[config.mk]
export PLATFORM = sky130hd
export DESIGN_NAME = srt_ratio_tracker
export DESIGN_NICKNAME = d
export VERILOG_FILES = /design/src/rtl/srt_pkg.sv /design/src/rtl/srt_period_meter.sv /design/src/rtl/srt_quantiser.sv /design/src/rtl/srt_link_tx.sv /design/src/rtl/srt_link_rx.sv /design/src/rtl/srt_ratio_tracker.sv
export SDC_FILE = /design/constraint.sdc
export NUM_CORES = 2
export LEC_CHECK = 0
export BUFFER_PORTS_ARGS = -buffer_cell sky130_fd_sc_hd__buf_2
export CORE_UTILIZATION = 59
export DETAILED_ROUTE_END_ITERATION = 16
export PLACE_DENSITY = 0.84
export SYNTH_ARGS = -nofsm -noshare
export SYNTH_HDL_FRONTEND = slang
export SYNTH_SLANG_ARGS = --single-unit
[constraint.sdc]
create_clock -name clk -period 10.4 [get_ports clk]
set_clock_uncertainty 0.1 [all_clocks]
set_input_delay 1.04 -clock clk [delete_from_list [all_inputs] [get_ports clk]]
set_output_delay 1.04 -clock clk [all_outputs]
set_load 0.1 [all_outputs]
[src/rtl/srt_pkg.sv]
package srt_pkg;
    localparam int CODE_W  = 4;
    localparam int NCODE   = 1 << CODE_W;
    localparam int FRAME_W = CODE_W + 4;

    typedef logic [CODE_W-1:0] code_t;

    typedef enum logic { M_WAIT, M_RUN } meter_state_e;
    typedef enum logic { T_COLLECT, T_DECIDE } track_state_e;
    typedef enum logic { TX_IDLE, TX_SEND } tx_state_e;
    typedef enum logic { RX_IDLE, RX_BITS } rx_state_e;
endpackage

[src/rtl/srt_period_meter.sv]
module srt_period_meter #(
    parameter int NPER = 64,
    parameter int CW   = 24
) (
    input  logic          clk,
    input  logic          rst_n,
    input  logic          strobe,
    input  logic          clear,
    output logic          fresh,
    output logic [CW-1:0] total
);
    import srt_pkg::*;
    localparam int NW = $clog2(NPER + 1);

    meter_state_e  state, state_nx;
    logic [CW-1:0] cnt;
    logic [NW-1:0] nstb;
    logic          last;

    assign last = strobe && (nstb == NW'(NPER - 1));

    always_ff @(posedge clk) begin
        if (!rst_n) state <= M_WAIT;
        else        state <= state_nx;
    end

    always_comb begin
        state_nx = state;
        unique case (state)
            M_WAIT: if (strobe) state_nx = M_RUN;
            M_RUN:  state_nx = M_RUN;
        endcase
    end

    always_ff @(posedge clk) begin
        if (!rst_n) begin
            cnt   <= '0;
            nstb  <= '0;
            fresh <= 1'b0;
            total <= '0;
        end else begin
            if (clear) fresh <= 1'b0;
            unique case (state)
                M_WAIT: begin
                    cnt  <= CW'(1);
                    nstb <= '0;
                end
                M_RUN: begin
                    if (last) begin
                        total <= cnt;
                        fresh <= 1'b1;
                        cnt   <= CW'(1);
                        nstb  <= '0;
                    end else begin
                        cnt <= (cnt == '1) ? cnt : cnt + CW'(1);
                        if (strobe) nstb <= nstb + NW'(1);
                    end
                end
            endcase
        end
    end
endmodule

[src/rtl/srt_quantiser.sv]
module srt_quantiser #(
    parameter int CW       = 24,
    parameter int HYST_DIV = 32
) (
    input  srt_pkg::code_t cur_code,
    input  logic [CW-1:0]  in_total,
    input  logic [CW-1:0]  out_total,
    output srt_pkg::code_t next_code
);
    import srt_pkg::*;
    localparam int PW = CW + CODE_W + $clog2(HYST_DIV + 2) + 2;

    logic [NCODE-1:1] up_ok;
    logic [NCODE-1:1] dn_ok;
    logic [PW-1:0]    out_scaled;
    code_t            up_cnt, dn_cnt, dn_code;

    assign out_scaled = PW'(out_total) * PW'(HYST_DIV);

    for (genvar k = 1; k < NCODE; k++) begin : g_bound
        assign up_ok[k] = out_scaled > PW'(in_total) * PW'(k * (HYST_DIV + 1));
        assign dn_ok[k] = out_scaled < PW'(in_total) * PW'(k * (HYST_DIV - 1));
    end

    always_comb begin
        up_cnt = '0;
        dn_cnt = '0;
        for (int k = 1; k < NCODE; k++) begin
            up_cnt = up_cnt + CODE_W'(up_ok[k]);
            dn_cnt = dn_cnt + CODE_W'(dn_ok[k]);
        end
        dn_code = CODE_W'(NCODE - 1) - dn_cnt;
        if (up_cnt > cur_code)       next_code = up_cnt;
        else if (dn_code < cur_code) next_code = dn_code;
        else                         next_code = cur_code;
    end
endmodule

[src/rtl/srt_link_tx.sv]
module srt_link_tx #(
    parameter int REFRESH = 4096
) (
    input  logic           clk,
    input  logic           rst_n,
    input  logic           enable,
    input  srt_pkg::code_t code,
    output logic           line
);
    import srt_pkg::*;
    localparam int RW = $clog2(REFRESH + 1);

    tx_state_e            state, state_nx;
    logic [FRAME_W-1:0]   sh;
    logic [2:0]           bit_cnt;
    logic [RW-1:0]        refresh;
    code_t                sent_code;
    logic                 sent_once;
    logic                 want;

    assign want = enable && (!sent_once || code != sent_code || refresh == '0);

    always_ff @(posedge clk) begin
        if (!rst_n) state <= TX_IDLE;
        else        state <= state_nx;
    end

    always_comb begin
        state_nx = state;
        unique case (state)
            TX_IDLE: if (want) state_nx = TX_SEND;
            TX_SEND: if (bit_cnt == 3'd7) state_nx = TX_IDLE;
        endcase
    end

    always_ff @(posedge clk) begin
        if (!rst_n) begin
            sh        <= '0;
            bit_cnt   <= '0;
            refresh   <= '0;
            sent_code <= '0;
            sent_once <= 1'b0;
        end else begin
            if (refresh != '0) refresh <= refresh - RW'(1);
            unique case (state)
                TX_IDLE: if (want) begin
                    sh        <= {1'b1, code, ^code, 2'b00};
                    sent_code <= code;
                    sent_once <= 1'b1;
                    bit_cnt   <= '0;
                    refresh   <= RW'(REFRESH - 1);
                end
                TX_SEND: begin
                    sh      <= sh << 1;
                    bit_cnt <= bit_cnt + 3'd1;
                end
            endcase
        end
    end

    assign line = (state == TX_SEND) && sh[FRAME_W-1];
endmodule

[src/rtl/srt_link_rx.sv]
module srt_link_rx (
    input  logic           clk,
    input  logic           rst_n,
    input  logic           line,
    output logic           good,
    output srt_pkg::code_t code,
    output logic           valid
);
    import srt_pkg::*;

    rx_state_e            state, state_nx;
    logic [FRAME_W-3:0]   sh;
    logic [2:0]           bit_cnt;
    logic [FRAME_W-2:0]   word;
    logic                 done;

    assign word = {sh, line};
    assign done = (state == RX_BITS) && (bit_cnt == 3'd6);
    assign good = done && (^word[FRAME_W-2:3] == word[2]) && (word[1:0] == 2'b00);

    always_ff @(posedge clk) begin
        if (!rst_n) state <= RX_IDLE;
        else        state <= state_nx;
    end

    always_comb begin
        state_nx = state;
        unique case (state)
            RX_IDLE: if (line) state_nx = RX_BITS;
            RX_BITS: if (bit_cnt == 3'd6) state_nx = RX_IDLE;
        endcase
    end

    always_ff @(posedge clk) begin
        if (!rst_n) begin
            sh      <= '0;
            bit_cnt <= '0;
            code    <= '0;
            valid   <= 1'b0;
        end else begin
            unique case (state)
                RX_IDLE: bit_cnt <= '0;
                RX_BITS: begin
                    sh      <= word[FRAME_W-3:0];
                    bit_cnt <= bit_cnt + 3'd1;
                end
            endcase
            if (good) begin
                code  <= word[FRAME_W-2:3];
                valid <= 1'b1;
            end
        end
    end
endmodule

[src/rtl/srt_ratio_tracker.sv]
module srt_ratio_tracker
    import srt_pkg::*;
#(
    parameter int NPER     = 64,
    parameter int CW       = 24,
    parameter int HYST_DIV = 32,
    parameter int REFRESH  = 4096
) (
    input  logic              clk,
    input  logic              rst_n,
    input  logic              in_strobe,
    input  logic              out_strobe,
    input  logic              master_sel,
    input  logic              link_in,
    output logic              link_out,
    output logic [CODE_W-1:0] scale_code,
    output logic              code_valid
);
    track_state_e  state, state_nx;
    logic          in_fresh, out_fresh, decide_pulse;
    logic [CW-1:0] in_total, out_total;
    code_t         next_code, own_code, rx_code;
    logic          own_valid, rx_valid, rx_good, tx_line;

    srt_period_meter #(.NPER(NPER), .CW(CW)) u_in_meter (
        .clk(clk), .rst_n(rst_n), .strobe(in_strobe), .clear(decide_pulse),
        .fresh(in_fresh), .total(in_total));

    srt_period_meter #(.NPER(NPER), .CW(CW)) u_out_meter (
        .clk(clk), .rst_n(rst_n), .strobe(out_strobe), .clear(decide_pulse),
        .fresh(out_fresh), .total(out_total));

    srt_quantiser #(.CW(CW), .HYST_DIV(HYST_DIV)) u_quant (
        .cur_code(own_code), .in_total(in_total), .out_total(out_total),
        .next_code(next_code));

    srt_link_tx #(.REFRESH(REFRESH)) u_tx (
        .clk(clk), .rst_n(rst_n), .enable(master_sel && own_valid),
        .code(own_code), .line(tx_line));

    srt_link_rx u_rx (
        .clk(clk), .rst_n(rst_n), .line(link_in), .good(rx_good),
        .code(rx_code), .valid(rx_valid));

    always_ff @(posedge clk) begin
        if (!rst_n) state <= T_COLLECT;
        else        state <= state_nx;
    end

    always_comb begin
        state_nx = state;
        unique case (state)
            T_COLLECT: if (in_fresh && out_fresh) state_nx = T_DECIDE;
            T_DECIDE:  state_nx = T_COLLECT;
        endcase
    end

    assign decide_pulse = (state == T_DECIDE);

    always_ff @(posedge clk) begin
        if (!rst_n) begin
            own_code  <= '0;
            own_valid <= 1'b0;
        end else if (decide_pulse) begin
            own_code  <= next_code;
            own_valid <= 1'b1;
        end
    end

    assign scale_code = master_sel ? own_code  : rx_code;
    assign code_valid = master_sel ? own_valid : rx_valid;
    assign link_out   = master_sel && tx_line;
endmodule

# Yosys cells after proc, flatten, opt, wreduce, memory -nomap -nowiden
# Cells that the tools add are included.
# totals
regBits,165
in_bits,6
output_inout_bits,6
# classes
n_addsub,36
n_mul,30
magnitude_cmp,32
eq_ne,13
n_mux,42
bitwise,5
reduce_logical,23
# op_table
operator,n
greater-than comparator 29 x 33 -> 1 bit,8
"multiplier 24 x 9 -> 33 bit, second input constant",8
"multiplier 24 x 8 -> 32 bit, second input constant",8
less-than comparator 29 x 33 -> 1 bit,7
"multiplier 24 x 7 -> 31 bit, second input constant",6
greater-than comparator 29 x 32 -> 1 bit,4
less-than comparator 29 x 32 -> 1 bit,4
"multiplier 24 x 6 -> 30 bit, second input constant",4
"multiplier 24 x 5 -> 29 bit, second input constant",4
adder 4 x 1 -> 4 bit,26
two-way mux 24 bit,4
case mux 24 bit (2 select lines),2
greater-than comparator 29 x 31 -> 1 bit,2
less-than comparator 29 x 31 -> 1 bit,2
"adder 24 x 1 -> 24 bit, second input constant",2
"== test 24 bit, second input constant",2
two-way mux 13 bit,3
greater-than comparator 29 x 30 -> 1 bit,1
less-than comparator 29 x 30 -> 1 bit,1
less-than comparator 29 bit,1
two-way mux 7 bit,4
case mux 7 bit (2 select lines),2
case mux 8 bit (2 select lines),1
"adder 7 x 1 -> 7 bit, second input constant",2
other kinds (28),73

# Logic depth before layout (Yosys ltp)
# depth
word_depth,20
depth_mapped,50

# Hierarchy
# A second synthesis with hierarchy kept.
# unflattened
hier_cells,8206
area_unflattened_um2,72458.2
# by_module_without_submodules
module,n_inst,cells_per_inst,area_per_inst_um2,seq_area_each_um2
srt_quantiser,1,7361,65032.4,0.0
srt_period_meter,2,286,2382.3,1141.1
srt_link_tx,1,190,1729.2,560.5
srt_link_rx,1,58,620.6,300.3
srt_ratio_tracker,1,25,311.5,120.1

# Least setup slack after synthesis
# OpenSTA, ideal clock, no wires.
# synth_path
path_kind,register to register
startpoint,register u_in_meter.total[5]
endpoint,register own_code[2]
arrival_time_ns,11.251
setup_slack_ns,-1.093
path_stages_with_launch,43
path_buffers,1
synth_period_minus_slack_ns,11.493
path_cell_list,dfxtp_1 inv_1 fa_1 inv_1 fa_1 inv_1 fa_1 fa_1 inv_1 ha_1 a21oi_1 o21bai_1 a21oi_1 o21ai_0 a21o_1 a21oi_1 xor2_1 ha_1 (+7 left out) fa_1 inv_1 fa_1 fa_1 inv_1 fa_1 ha_1 fa_1 ha_1 nor2b_1 o21ai_0 nand2b_1 a21oi_1 a41o_1 clkbuf_1 o21ai_1 a21oi_1 a311oi_1
# synth_via
elab_chain_len,20
elab_cells_between_ends,95
# synth_lines
item,line,text
from (decl),srt_period_meter.sv:10,output logic [CW-1:0] total
from (signal assigned),srt_period_meter.sv:50,total <= cnt;
multiplier 24 x 5 -> 29 bit,srt_quantiser.sv:22,assign dn_ok[k] = out_scaled < PW'(in_total) * PW'(k * (HYST_DIV - 1));
less-than comparator 29 x 30 -> 1 bit / less-than comparator 29 bit (equally long branches),srt_quantiser.sv:22,
adder 1 x 1 -> 2 bit,srt_quantiser.sv:30,dn_cnt = dn_cnt + CODE_W'(dn_ok[k]);
adder 4 x 1 -> 4 bit (13 in series),srt_quantiser.sv:30,
subtractor 4 bit,srt_quantiser.sv:32,dn_code = CODE_W'(NCODE - 1) - dn_cnt;
less-than comparator 4 bit,srt_quantiser.sv:34,else if (dn_code < cur_code) next_code = dn_code;
nonzero test 2 bit (no source line),-,
AND reduction 2 bit (no source line),-,
to (signal assigned),srt_ratio_tracker.sv:65,own_code <= next_code;
to (decl),srt_ratio_tracker.sv:22,"code_t next_code, own_code, rx_code;"
# Several ways; a longest one is shown, not always the timed one. The select of a mux whose other input is x is not followed.
# A chain may end at the register's enable or synchronous reset.

# Worst setup path after layout
# Ends and elaborated chain as after synthesis.

==> impl_metrics.json <==
{
  "status": "finished with violations",
  "violations": "negative setup slack",
  "crit_arrival_ns": 11.37,
  "coreArea_mm2": 0.118,
  "cpMostUsedCell": "fa_1",
  "worst_path_max_delay_cell": "fa_2",
  "gp_congestion": 1.11,
  "clock_power_share_pct": 46.1,
  "synthesis.area_mm2": 0.0704,
  "root_buffer": "clkbuf_16",
  "portBuffers": 11,
  "clock_latency_ns": 0.50,
  "dp_hpwl_mm": 245,
  "whs_ns": 0.359,
  "layout-drive-gt1-share_pct": 18.5,
  "hold_buffers": 0,
  "post-route-util_pct": 72.0,
  "dieWidth_um": 347,
  "drt_first_iter_violations": 6877,
  "seq_power_share_pct": 43.3,
  "die_h_um": 347,
  "start_util_pct": 59.6,
  "slew_headroom_pct": 10.2,
  "rows": 126,
  "drc": 0,
  "period_minus_slack_ns": 11.12,
  "intPower_mw": 1.08,
  "final_nets": 11900,
  "syn-instance-count": 7933,
  "nFillCells": 9201,
  "drt_pass1_iterations": 8,
  "hold_class": "flop to flop",
  "hold_viol": 0,
  "tightest_slew_ns": 1.35,
  "cp.required_ns": 10.65,
  "cap_violations": 0,
  "grt_antenna_before_repair": 9,
  "grt_max_degree": 68,
  "critPathKind": "flop to flop",
  "ir_drop_v": 0.000140,
  "cts_tree": "done",
  "min_period_over_period_pct": 107,
  "switching_share_pct": 29.9,
  "via_per_inst": 6.14,
  "gr-total-overflow": 0,
  "ant_nets": 0,
  "ys_seq_area_share_pct": 4.63,
  "path_buf_inv": 13,
  "crit_fanout": 6,
  "clock-sinks": 163,
  "critPathLaunchType": "flop",
  "io_pins": 12,
  "wire_per_inst_um": 26.1,
  "ys_ff_latch": 163,
  "slowest_delay_ns": 0.61,
  "drv_slew": 0,
  "grt_pass1_wl_mm": 420,
  "async_flop_share_pct": 0,
  "num_vias": 66900,
  "p_switching_mw": 0.462,
  "critPathTopFamily": "adder cells",
  "synth_edf_count": 0,
  "h-tree-depth": 4,
  "dieArea_mm2": 0.121,
  "finalWorstSetupSlack_ns": -0.719,
  "rsz0062_at_grt": "yes",
  "grt_pass1_vias": 67500,
  "yosysWarningCount": 0,
  "synth_fp_nets": 10500,
  "max_freq_mhz": 89.9,
  "power.static_leakage_nw": 48.3,
  "p_comb_share_pct": 10.6,
  "ys.flop_type": "dfxtp_1",
  "clk_path_buf_depth": 2,
  "track_usage_pct": 47.1,
  "cts_buffers": 17,
  "syn_avg_cell_area_um2": 8.88,
  "syn_to_final_growth_pct": 20.9,
  "end_kind": "flop",
  "synth_cell_type_count": 87,
  "power_per_cell_area_mw_per_mm2": 18.1,
  "setup_viol": 4,
  "path_clk_slew_ns": 0.08,
  "wl_mm": 284
}
flip-flops by register name (all words and copies together), names as in the netlist, 6 cells and up:
name / cells
u_in_meter.cnt: 24
u_tx.sh: 6
u_out_meter.nstb: 7
u_in_meter.nstb: 7
u_out_meter.total: 24
u_out_meter.cnt: 24
u_in_meter.total: 24
u_rx.sh: 6
u_tx.refresh: 13
Yosys cell counts (25+ instances only):
cell / instances / area [um2]
o31ai_1: 32 / 240
inv_1: 1405 / 5270
or3_1: 30 / 188
nor2_1: 367 / 1380
o21a_1: 84 / 631
nor3_1: 88 / 440
nand2b_1: 118 / 738
a21o_1: 356 / 2670
nor2b_1: 117 / 732
xor2_1: 223 / 1950
nand2_1: 349 / 1310
a21oi_1: 540 / 2700
and2_1: 26 / 163
a211oi_1: 45 / 338
o21ai_0: 306 / 1530
o211ai_1: 37 / 278
nand4_1: 137 / 857
ha_1: 1647 / 20600
dfxtp_1: 163 / 3260
clkbuf_1: 61 / 229
fa_1: 886 / 17700
xnor2_1: 210 / 1840
mux2i_1: 42 / 420
or2_2: 26 / 163
nand3_1: 119 / 596
o21bai_1: 56 / 420
nor4_1: 25 / 156
and3_1: 55 / 344
a31oi_1: 50 / 313
through the flow:
step | TNS, ns | cell area (um2) | setup slack (ns) | total power, mW | instances
3_3_place_gp | -4.30 | 83200 | -1.10 | 0.825 | 10800
3_5_place_dp | -4.66 | 83200 | -1.20 | 0.838 | 10800
6_report | -2.85 | 85100 | -0.719 | 1.54 | 10900
4_1_cts | -1.92 | 84600 | -0.484 | 1.54 | 10900
5_1_grt | -4.06 | 85100 | -1.02 | 1.59 | 10900
2_1_floorplan | 0 | 70600 | 0.0378 | 0.805 | 7933
cells in the final DEF, fill, tap and decap left out, types with 20 or more instances in the layout:
cell type and count:
nor4_1 21, or2_2 26, nand2b_1 118, o31ai_1 27, o211ai_1 37, a21oi_1 515, xor2_1 220, fa_1 878
and4_1 20, o21bai_1 55, dfxtp_2 27, o21ai_1 30, and2_1 26, o21ai_0 276, dfxtp_1 125, a21boi_0 22
nor3_1 87, xnor2_1 206, nand4_1 137, inv_1 1386, a21oi_2 20, nand3_1 118, buf_12 40, o21a_1 83
nand2_1 349, mux2i_1 42, and3_1 51, ha_1 1626, buf_4 1386, a21o_1 355, or3_1 30, nor2b_1 116
nor2_1 364, a211oi_1 37, a31oi_1 46
tightest hold or removal path: cells and delay by family (launching register included):
| family | cells | cell delay, ns |
|---|---|---|
| flip-flops | 1 | 0.32 |
| AND/OR/NAND/NOR | 1 | 0.05 |
| AO/OA/AOI/OAI | 1 | 0.05 |
routing by layer:
metal	share of wire (%)	track usage, %	vias up
met2	41	69.5	3413
met5	0.030	0	-
li1	-	-	30100
met1	39	59.8	32400
met4	8.5	31.6	12
met3	12	13.3	1017
cells by family after synthesis:
family | after synthesis | synth area share (%)
compound gates | 1751 | 16.0
xor+xnor | 433 | 5.38
fa+ha+maj | 2539 | 54.5
buf+inv | 1470 | 7.84
flops | 163 | 4.63
mux | 48 | 0.693
simple gates | 1529 | 10.9
what timing repair did:
action | 4_1_cts | 5_1_grt
setup buffers | 30 | 15
resized for setup | 118 | 81
pin swaps | 48 | 51
endpoints found under the setup margin | 4 | 4
power by group through the flow:
stage                     combinational (mW)  sequential [mW]  clock [mW]
after CTS                              0.162            0.667       0.715
after detailed placement               0.157            0.681           0
final                                  0.163            0.668       0.712
after global placement                 0.146            0.679           0
after floorplan                        0.131            0.674           0
after global routing                   0.186            0.670       0.736
layout make-up:
cell class	count	area, um2	share of cell area, %
inverter	1406	5300	6.23
timing repair buffer	1454	11500	13.5
tap	1536	1920	2.26
multi-input combinational	6300	62400	73.4
antenna	3	7.51	0.00882
clock buffer	17	425	0.500
clock inverter	15	213	0.250
sequential	163	3340	3.92
worst paths after layout:
path | start | end | slack (ns) | depth (start not counted)
hold / removal | u_out_meter.total[22]$_SDFFE_PN0P_ | u_out_meter.total[22]$_SDFFE_PN0P_ | 0.36 | 2
setup reg to reg | u_in_meter.total[5]$_SDFFE_PN0P_ | own_code[2]$_SDFFE_PN0P_ | -0.72 | 48
setup / recovery | u_in_meter.total[5]$_SDFFE_PN0P_ | own_code[2]$_SDFFE_PN0P_ | -0.72 | 48
hold reg to reg | u_out_meter.total[22]$_SDFFE_PN0P_ | u_out_meter.total[22]$_SDFFE_PN0P_ | 0.36 | 2
(Power assumes the default switching activity.)
